$ cat config.mk
export PLATFORM = sky130hd
export DESIGN_NAME = chanRegBank
export DESIGN_NICKNAME = d
export VERILOG_FILES = /design/src/rtl/chanbank_pkg.sv /design/src/rtl/chanbank_serial.sv /design/src/rtl/chanbank_regs.sv /design/src/rtl/chanRegBank.sv
export SDC_FILE = /design/constraint.sdc
export NUM_CORES = 1
export LEC_CHECK = 0
export BUFFER_PORTS_ARGS = -buffer_cell sky130_fd_sc_hd__buf_2
export CAP_MARGIN = 20
export CORE_ASPECT_RATIO = 0.8
export CORE_MARGIN = 5
export CORE_UTILIZATION = 53
export CTS_BUF_LIST = sky130_fd_sc_hd__clkbuf_2 sky130_fd_sc_hd__clkbuf_4 sky130_fd_sc_hd__clkbuf_8
export CTS_CLUSTER_DIAMETER = 40
export DETAILED_ROUTE_END_ITERATION = 8
export MAX_ROUTING_LAYER = met4
export PLACE_DENSITY = 0.81
export SETUP_SLACK_MARGIN = 0.02
export SYNTH_ARGS = -nofsm -noshare
export SYNTH_HDL_FRONTEND = slang
export SYNTH_HIERARCHICAL = 1
export SYNTH_SLANG_ARGS = --single-unit
export TNS_END_PERCENT = 20
$ cat constraint.sdc
create_clock -name sysClk -period 3.05 [get_ports sysClk]
set_input_delay 0.1525 -clock sysClk [delete_from_list [all_inputs] [get_ports sysClk]]
set_output_delay 0.1525 -clock sysClk [all_outputs]
set_load 0.01 [all_outputs]
$ cat src/rtl/chanbank_pkg.sv
package chanbank_pkg;
  localparam int DATA_W = 32;
  localparam logic [4:0] ADDR_SEL   = 5'h00;
  localparam logic [4:0] ADDR_TUNE  = 5'h04;
  localparam logic [4:0] ADDR_PHASE = 5'h05;

  // strobes from the serial control to the register datapath
  typedef struct packed {
    logic              wrSel;
    logic              wrTune;
    logic              wrPhase;
    logic [DATA_W-1:0] wrData;
  } bankCmd_t;

  // number of data bits that follow the instruction byte
  function automatic logic [5:0] dataBits(input logic [4:0] addr);
    case (addr)
      ADDR_SEL:   return 6'd8;
      ADDR_TUNE:  return 6'd32;
      ADDR_PHASE: return 6'd16;
      default:    return 6'd0;
    endcase
  endfunction
endpackage

$ cat src/rtl/chanbank_serial.sv
module chanbank_serial
  import chanbank_pkg::*;
(
  input  logic              clk,
  input  logic              rst,
  input  logic              sclk,
  input  logic              csN,
  input  logic              sdi,
  input  logic [DATA_W-1:0] rdWord,
  output logic [4:0]        rdAddr,
  output bankCmd_t          cmd,
  output logic              sdo
);
  logic sclkQ, sclkPrev, csnQ, sdiQ;
  logic [5:0] bitCnt;
  logic [DATA_W-1:0] shiftReg, txReg;
  logic isRead, done, rdLoaded;
  logic [4:0] addrQ;
  logic rise, fall, instrDone, commitNow;
  logic [DATA_W-1:0] nextShift;

  always_ff @(posedge clk) begin
    if (rst) begin
      sclkQ <= 1'b0; sclkPrev <= 1'b0; csnQ <= 1'b1; sdiQ <= 1'b0;
    end else begin
      sclkQ <= sclk; sclkPrev <= sclkQ; csnQ <= csN; sdiQ <= sdi;
    end
  end

  always_comb begin
    rise      = sclkQ && !sclkPrev;
    fall      = !sclkQ && sclkPrev;
    nextShift = {shiftReg[DATA_W-2:0], sdiQ};
    instrDone = rise && (bitCnt == 6'd7);
    commitNow = rise && !done && !isRead && (bitCnt >= 6'd8) &&
                (bitCnt == 6'd7 + dataBits(addrQ));
    cmd.wrSel   = commitNow && (addrQ == ADDR_SEL);
    cmd.wrTune  = commitNow && (addrQ == ADDR_TUNE);
    cmd.wrPhase = commitNow && (addrQ == ADDR_PHASE);
    cmd.wrData  = nextShift;
    rdAddr      = addrQ;
  end

  always_ff @(posedge clk) begin
    if (rst || csnQ) begin
      bitCnt <= '0; shiftReg <= '0; txReg <= '0; addrQ <= '0;
      isRead <= 1'b0; done <= 1'b0; rdLoaded <= 1'b0; sdo <= 1'b0;
    end else begin
      if (rise) begin
        shiftReg <= nextShift;
        if (bitCnt != 6'd63) bitCnt <= bitCnt + 6'd1;
        if (instrDone) begin
          isRead <= nextShift[7];
          addrQ  <= nextShift[4:0];
          if (dataBits(nextShift[4:0]) == 6'd0) done <= 1'b1;
        end
        if (commitNow) done <= 1'b1;
      end
      if (fall && isRead && !done) begin
        if (!rdLoaded) begin
          sdo      <= rdWord[DATA_W-1];
          txReg    <= {rdWord[DATA_W-2:0], 1'b0};
          rdLoaded <= 1'b1;
        end else begin
          sdo   <= txReg[DATA_W-1];
          txReg <= {txReg[DATA_W-2:0], 1'b0};
        end
      end
    end
  end
endmodule

$ cat src/rtl/chanbank_regs.sv
module chanbank_regs
  import chanbank_pkg::*;
#(
  parameter int NUM_CH  = 4,
  parameter int TUNE_W  = 32,
  parameter int PHASE_W = 14
) (
  input  logic                      clk,
  input  logic                      rst,
  input  bankCmd_t                  cmd,
  input  logic [4:0]                rdAddr,
  input  logic                      ioUpdate,
  output logic [NUM_CH-1:0]         chanEn,
  output logic [NUM_CH*TUNE_W-1:0]  tuneAct,
  output logic [NUM_CH*PHASE_W-1:0] phaseAct,
  output logic [DATA_W-1:0]         rdWord
);
  localparam int SEL_W = 8;
  logic updQ, updEdge;
  logic [TUNE_W-1:0]  tuneBuf  [NUM_CH];
  logic [PHASE_W-1:0] phaseBuf [NUM_CH];

  assign updEdge = ioUpdate && !updQ;

  always_ff @(posedge clk) begin
    if (rst) begin
      updQ   <= 1'b0;
      chanEn <= '1;
    end else begin
      updQ <= ioUpdate;
      if (cmd.wrSel) chanEn <= cmd.wrData[NUM_CH-1:0];
    end
  end

  for (genvar ch = 0; ch < NUM_CH; ch++) begin : g_chan
    always_ff @(posedge clk) begin
      if (rst) begin
        tuneBuf[ch]  <= '0;
        phaseBuf[ch] <= '0;
        tuneAct[ch*TUNE_W +: TUNE_W]    <= '0;
        phaseAct[ch*PHASE_W +: PHASE_W] <= '0;
      end else begin
        if (cmd.wrTune && chanEn[ch])  tuneBuf[ch]  <= cmd.wrData[TUNE_W-1:0];
        if (cmd.wrPhase && chanEn[ch]) phaseBuf[ch] <= cmd.wrData[PHASE_W-1:0];
        if (updEdge) begin
          tuneAct[ch*TUNE_W +: TUNE_W]    <= tuneBuf[ch];
          phaseAct[ch*PHASE_W +: PHASE_W] <= phaseBuf[ch];
        end
      end
    end
  end

  // read path: lowest-numbered enabled channel
  always_comb begin
    logic [TUNE_W-1:0]  pickTune;
    logic [PHASE_W-1:0] pickPhase;
    pickTune  = '0;
    pickPhase = '0;
    for (int i = NUM_CH - 1; i >= 0; i--) begin
      if (chanEn[i]) begin
        pickTune  = tuneBuf[i];
        pickPhase = phaseBuf[i];
      end
    end
    case (rdAddr)
      ADDR_SEL:   rdWord = DATA_W'(chanEn) << (DATA_W - SEL_W);
      ADDR_TUNE:  rdWord = DATA_W'(pickTune) << (DATA_W - TUNE_W);
      ADDR_PHASE: rdWord = DATA_W'(pickPhase) << (DATA_W - 16);
      default:    rdWord = '0;
    endcase
  end
endmodule

$ cat src/rtl/chanRegBank.sv
module chanRegBank
  import chanbank_pkg::*;
#(
  parameter int NUM_CH  = 4,
  parameter int TUNE_W  = 32,
  parameter int PHASE_W = 14
) (
  input  logic                      sysClk,
  input  logic                      masterRst,
  input  logic                      sclk,
  input  logic                      csN,
  input  logic                      sdioIn,
  output logic                      sdioOut,
  input  logic                      ioUpdate,
  output logic [NUM_CH-1:0]         chanEn,
  output logic [NUM_CH*TUNE_W-1:0]  tuneWords,
  output logic [NUM_CH*PHASE_W-1:0] phaseWords
);
  bankCmd_t cmd;
  logic [4:0] rdAddr;
  logic [DATA_W-1:0] rdWord;

  chanbank_serial u_serial (
    .clk(sysClk), .rst(masterRst), .sclk(sclk), .csN(csN), .sdi(sdioIn),
    .rdWord(rdWord), .rdAddr(rdAddr), .cmd(cmd), .sdo(sdioOut)
  );

  chanbank_regs #(.NUM_CH(NUM_CH), .TUNE_W(TUNE_W), .PHASE_W(PHASE_W)) u_regs (
    .clk(sysClk), .rst(masterRst), .cmd(cmd), .rdAddr(rdAddr),
    .ioUpdate(ioUpdate), .chanEn(chanEn), .tuneAct(tuneWords),
    .phaseAct(phaseWords), .rdWord(rdWord)
  );
endmodule

# Word level (Yosys, flattened, before mapping)
# Memory sizes are Yosys's and may differ from the RTL's.
# Cells that the tools add are included.
# totals
out_inout_bits	189
elab_cells	130
mem_bits_ro	0
ram_bits	184
register_bits	271
n_memories	2
input_bits	6
latch_bits	0
# memory_table
name	depth	word_bits	rd	rd_clocked_by_memory_dff	wr	line	rtl
u_regs.tuneBuf	4	32	4	0	4	chanbank_regs.sv:20	logic [TUNE_W-1:0] tuneBuf [NUM_CH];
u_regs.phaseBuf	4	14	4	0	4	chanbank_regs.sv:21	logic [PHASE_W-1:0] phaseBuf [NUM_CH];
# op_classes
n_lt_le_gt_ge	1
div	0
bitwise_logic	8
mux	53
addsub	2
n_mul	0
eq_ne	7
shifts	0
reduce_logical	35
# op_table
cell	n
$mux W32	9
$mux W14	8
$pmux W32 S3	1
$pmux W6 S3	2
$mux W1	30
$logic_and A1 B1 Y1	21
$eq A5 B3 Y1 const B	4
$mux W6	3
$logic_not A5 Y1	2
$or A1 B1 Y1	8
$add A3 B6 Y6 const A	1
$add A6 B1 Y6 const B	1
$eq A6 B3 Y1 const B	1
$eq A6 B6 Y1	1
$ge A6 B4 Y1 const B	1
$logic_not A6 Y1	1
$ne A6 B6 Y1 const B	1
$logic_not A1 Y1	5
$reduce_and A2 Y1	2
$reduce_bool A2 Y1	2
$reduce_and A3 Y1	1
$logic_or A1 B1 Y1	1

# Depth between registers and ports, before layout
# depth
depth_word	12
mapped_depth	9
mapped_depth_nobuf	7

# By module
# Netlist, hierarchy kept.
# modules_own_cells
mod	seq_area_each_um2	cells_per_inst	area_each_um2	instances
chanbank_regs	9308.9	1509	14950.6	1
chanbank_serial	1621.6	377	3308.2	1

# Worst setup path before layout
# No wires, ideal clock.
# synth_path
path_type	register -> register
from	register u_serial.addrQ[2] (netlist: u_serial/rdAddr[2])
to	memory u_regs.tuneBuf[1][0], enable pin
arrival_ns	2.495
required_ns	2.662
path_buffers	0
synth_period_minus_slack_ns	2.883
setup_ns	0.388
stages_incl_launch_ff	6
slack_ns	0.167
cell_sequence	dfxtp_1 or3b_2 o21ai_1 nand3b_1 nor4_1 a21o_1
# synth_rtl
element	line	rtl
from (decl)	chanbank_serial.sv:18	logic [4:0] addrQ;
from (signal assigned)	chanbank_serial.sv:54	addrQ <= nextShift[4:0];
to (decl)	chanbank_regs.sv:20	

==> out/metrics.cfg <==
[grt]
antenna_found_initial=3
grt_pass1_wl_um=80300
track_usage=0.272
grt_pass1_vias=14300
grt_max_degree=140
globalRouteOverflowTotal=0

[clock_network]
cts.clk_slew.worst_paths_ns=0.06
root_buffer=clkbuf_8
cts_sinks=454
cts_buffers=71
clock_latency_ns=0.60
cts_tree=done
cts_buffer_depth=3
h-tree-depth=3
cts-resized-gates=0

[place]
place_inst=2386
post-place-ws_ns=0.340
place.gp.congestion=0.925
dp_hpwl_um=33400
port_buffers=194

[floorplanning]
io_pins=195
die_x_um=218
core_um2=33800
start_util=0.540
dieArea_um2=38300
die_y_um=176
rows=60

[power]
power_frac_seq=0.519
power.leakage_uw=0.00870
ir_worst_vdd_mv=0.258
power_density_nw_per_um2=599
share_comb_of_total_power=0.047
clkPwrFrac=0.434
p_switching_uw=2920
sw_frac_of_total=0.230
p_int_uw=9810

[setup_path]
endpoint_kind=flop
path_delay_family=simple AND/OR/NAND/NOR gates
worst_ep_required_time_ns=3.28
path_class=flop to flop
slowest_stage=dfxtp_1
critical_path_peak_fanout=14
cp_cell_sequence=or3b_2 > o21ai_1 > nand3b_1 > nor4_1 > buf_4 > a21o_1
critPathArrivalTime_ns=3.01
slowest_delay_ns=0.55
startpoint_type=flop
worst-path-buf-inv=1

[synthesis]
synth_area_um2=18300
ys_seq_elements=454
post_synth.cell_area_avg_um2=9.68
ys_async_sr_fraction=0
yosysTopAreaCellShare=0.303
synth_area_leaders=edfxtp_1 30%, dfxtp_1 30%, nand2_1 9.4%
ys_types=52
yosysTopAreaCell=edfxtp_1
yosys-top-cells-count=455 x nand2_1, 270 x dfxtp_1, 265 x a21oi_1
synth_ff_type=dfxtp_1
syn_nets=1894
synth_seq_area_share=0.599
synthCells=1886
synth_edf_count=184
yosysWarnings=6
yosysMostFrequentCell=nand2_1

[route]
routed_wl_um=52300
via_per_inst=5.97
drtPass1Iterations=6
drt-initial-drc-count=1911
antenna_left=0
via_count=15000
wl_per_cell_um=20.8
route.detailed.drc=0

[sta]
rsz0062_at_grt=false
fmax_mhz=360
final.setup.tns_ns=0
fin_worst_skew_ns=0.0297
setup_viol=0
drv_slew=0
layout_setup_ws_ns=0.271
max_slew.worst_pin.slew_ns=1.09
min_period_ns=2.78
relSlewSlack=0.274
post-route-period-util=0.911
hold_viol=0

[layout]
area.sequential_um2=10900
fin_cells=2522
fillCellCount=2694
multi_input_area_um2=6550
nets=2038
drive_above_1_share=0.184
area_growth_pct=16.3

[worst_hold_path]
hp-class=input port to flop

[flow_run]
max-cap-violations=0

[status]
outcome=finished clean

## metal layers
layer | global-route usage | wire length [um]
met4 | 0.0921 | 1560
met1 | 0.363 | 21000
met5 | - | 0
met3 | 0.0701 | 5750
met2 | 0.409 | 24000
## power groups by stage
stage,clock (uW),sequential (uW),combinational (uW)
2_1_floorplan,0,6740,299
3_3_place_gp,0,6730,580
3_5_place_dp,0,6730,591
4_1_cts,5570,6610,600
5_1_grt,5890,6620,653
6_report,5520,6610,600
## logic make-up after synthesis
| logic type | after synthesis | share of synthesized area |
|---|---|---|
| AND/OR/NAND/NOR | 751 | 0.190 |
| flip-flops | 454 | 0.599 |
| AO/OA/AOI/OAI | 421 | 0.141 |
| buffers and inverters | 215 | 0.0453 |
| multiplexers | 40 | 0.0219 |
| XOR/XNOR | 3 | 0.00144 |
| adder cells (fa/ha/maj) | 2 | 0.00137 |
## flip-flops by register name, summed over array words and instances (netlist names), 5 cells and up
| register | count |
|---|---|
| u_regs/tuneAct | 128 |
| u_regs/tuneBuf | 128 |
| u_regs/phaseAct | 56 |
| u_regs/phaseBuf | 56 |
| u_serial/shiftReg | 31 |
| u_serial/txReg | 31 |
| u_serial/bitCnt | 6 |
| u_serial/rdAddr | 5 |
## worst reg2reg max path, cell delays in order (launching register included)
cell,delay (ns)
dfxtp_1,0.55
or3b_2,0.53
o21ai_1,0.19
nand3b_1,0.15
nor4_1,0.29
buf_4,0.19
a21o_1,0.51
## layout make-up
| type | instances | area share |
|---|---|---|
| flip-flops and latches | 454 | 0.515 |
| diodes | 2 | 0.000236 |
| clock inverters | 12 | 0.00583 |
| well taps | 434 | 0.0256 |
| multi-input cells | 1217 | 0.308 |
| inverters | 45 | 0.00795 |
| clock buffers | 117 | 0.0673 |
| repair buffers | 241 | 0.0697 |
## worst paths after layout
kind	start	endpoint	slack (ns)	cells after the start
worst min-delay path	csN	u_serial/csnQ$_SDFF_PP1_	0.31	3
worst min register to register	u_regs/tuneAct[101]$_SDFFE_PP0P_	u_regs/tuneAct[101]$_SDFFE_PP0P_	0.45	2
worst max-delay path	u_serial/rdAddr[2]$_SDFFE_PP0P_	u_regs/phaseBuf[0][3]$_SDFFCE_PN0P_	0.27	6
worst max register to register	u_serial/rdAddr[2]$_SDFFE_PP0P_	u_regs/phaseBuf[0][3]$_SDFFCE_PN0P_	0.27	6
## metrics by stage
stage / cell area (um2) / util / total power [uW] / hold slack, ns
2_1_floorplan: 18300 / - / 7040 / 0.224
3_3_place_gp: 19600 / 0.581 / 7310 / 0.352
3_5_place_dp: 19600 / 0.581 / 7330 / 0.358
4_1_cts: 21200 / 0.628 / 12800 / 0.275
5_1_grt: 21200 / 0.629 / 13200 / 0.300
6_report: 21200 / 0.629 / 12700 / 0.309
## layout by cell type, fill, tap and decap left out, types with 24 or more instances in the layout
| master | synthesis | routed |
|---|---|---|
| nand2_1 | 455 | 455 |
| dfxtp_1 | 270 | 266 |
| a21oi_1 | 265 | 265 |
| buf_2 | 13 | 193 |
| and3_1 | 186 | 186 |
| edfxtp_1 | 184 | 184 |
| clkbuf_8 | 0 | 88 |
| nor2_1 | 50 | 50 |
| inv_1 | 45 | 45 |
| mux2i_1 | 40 | 40 |
| a211oi_1 | 32 | 32 |
| buf_4 | 1 | 31 |
| clkbuf_4 | 0 | 29 |
| a221o_1 | 24 | 24 |
## what timing repair did
| item | CTS | global route |
|---|---|---|
| setup endpoints to repair | 0 | 0 |
| buffers inserted | 0 | 0 |
| endpoints found under the hold margin | 18 | 0 |
| hold buffers | 5 | 0 |
No activity file was read; power rests on OpenSTA's default activity.
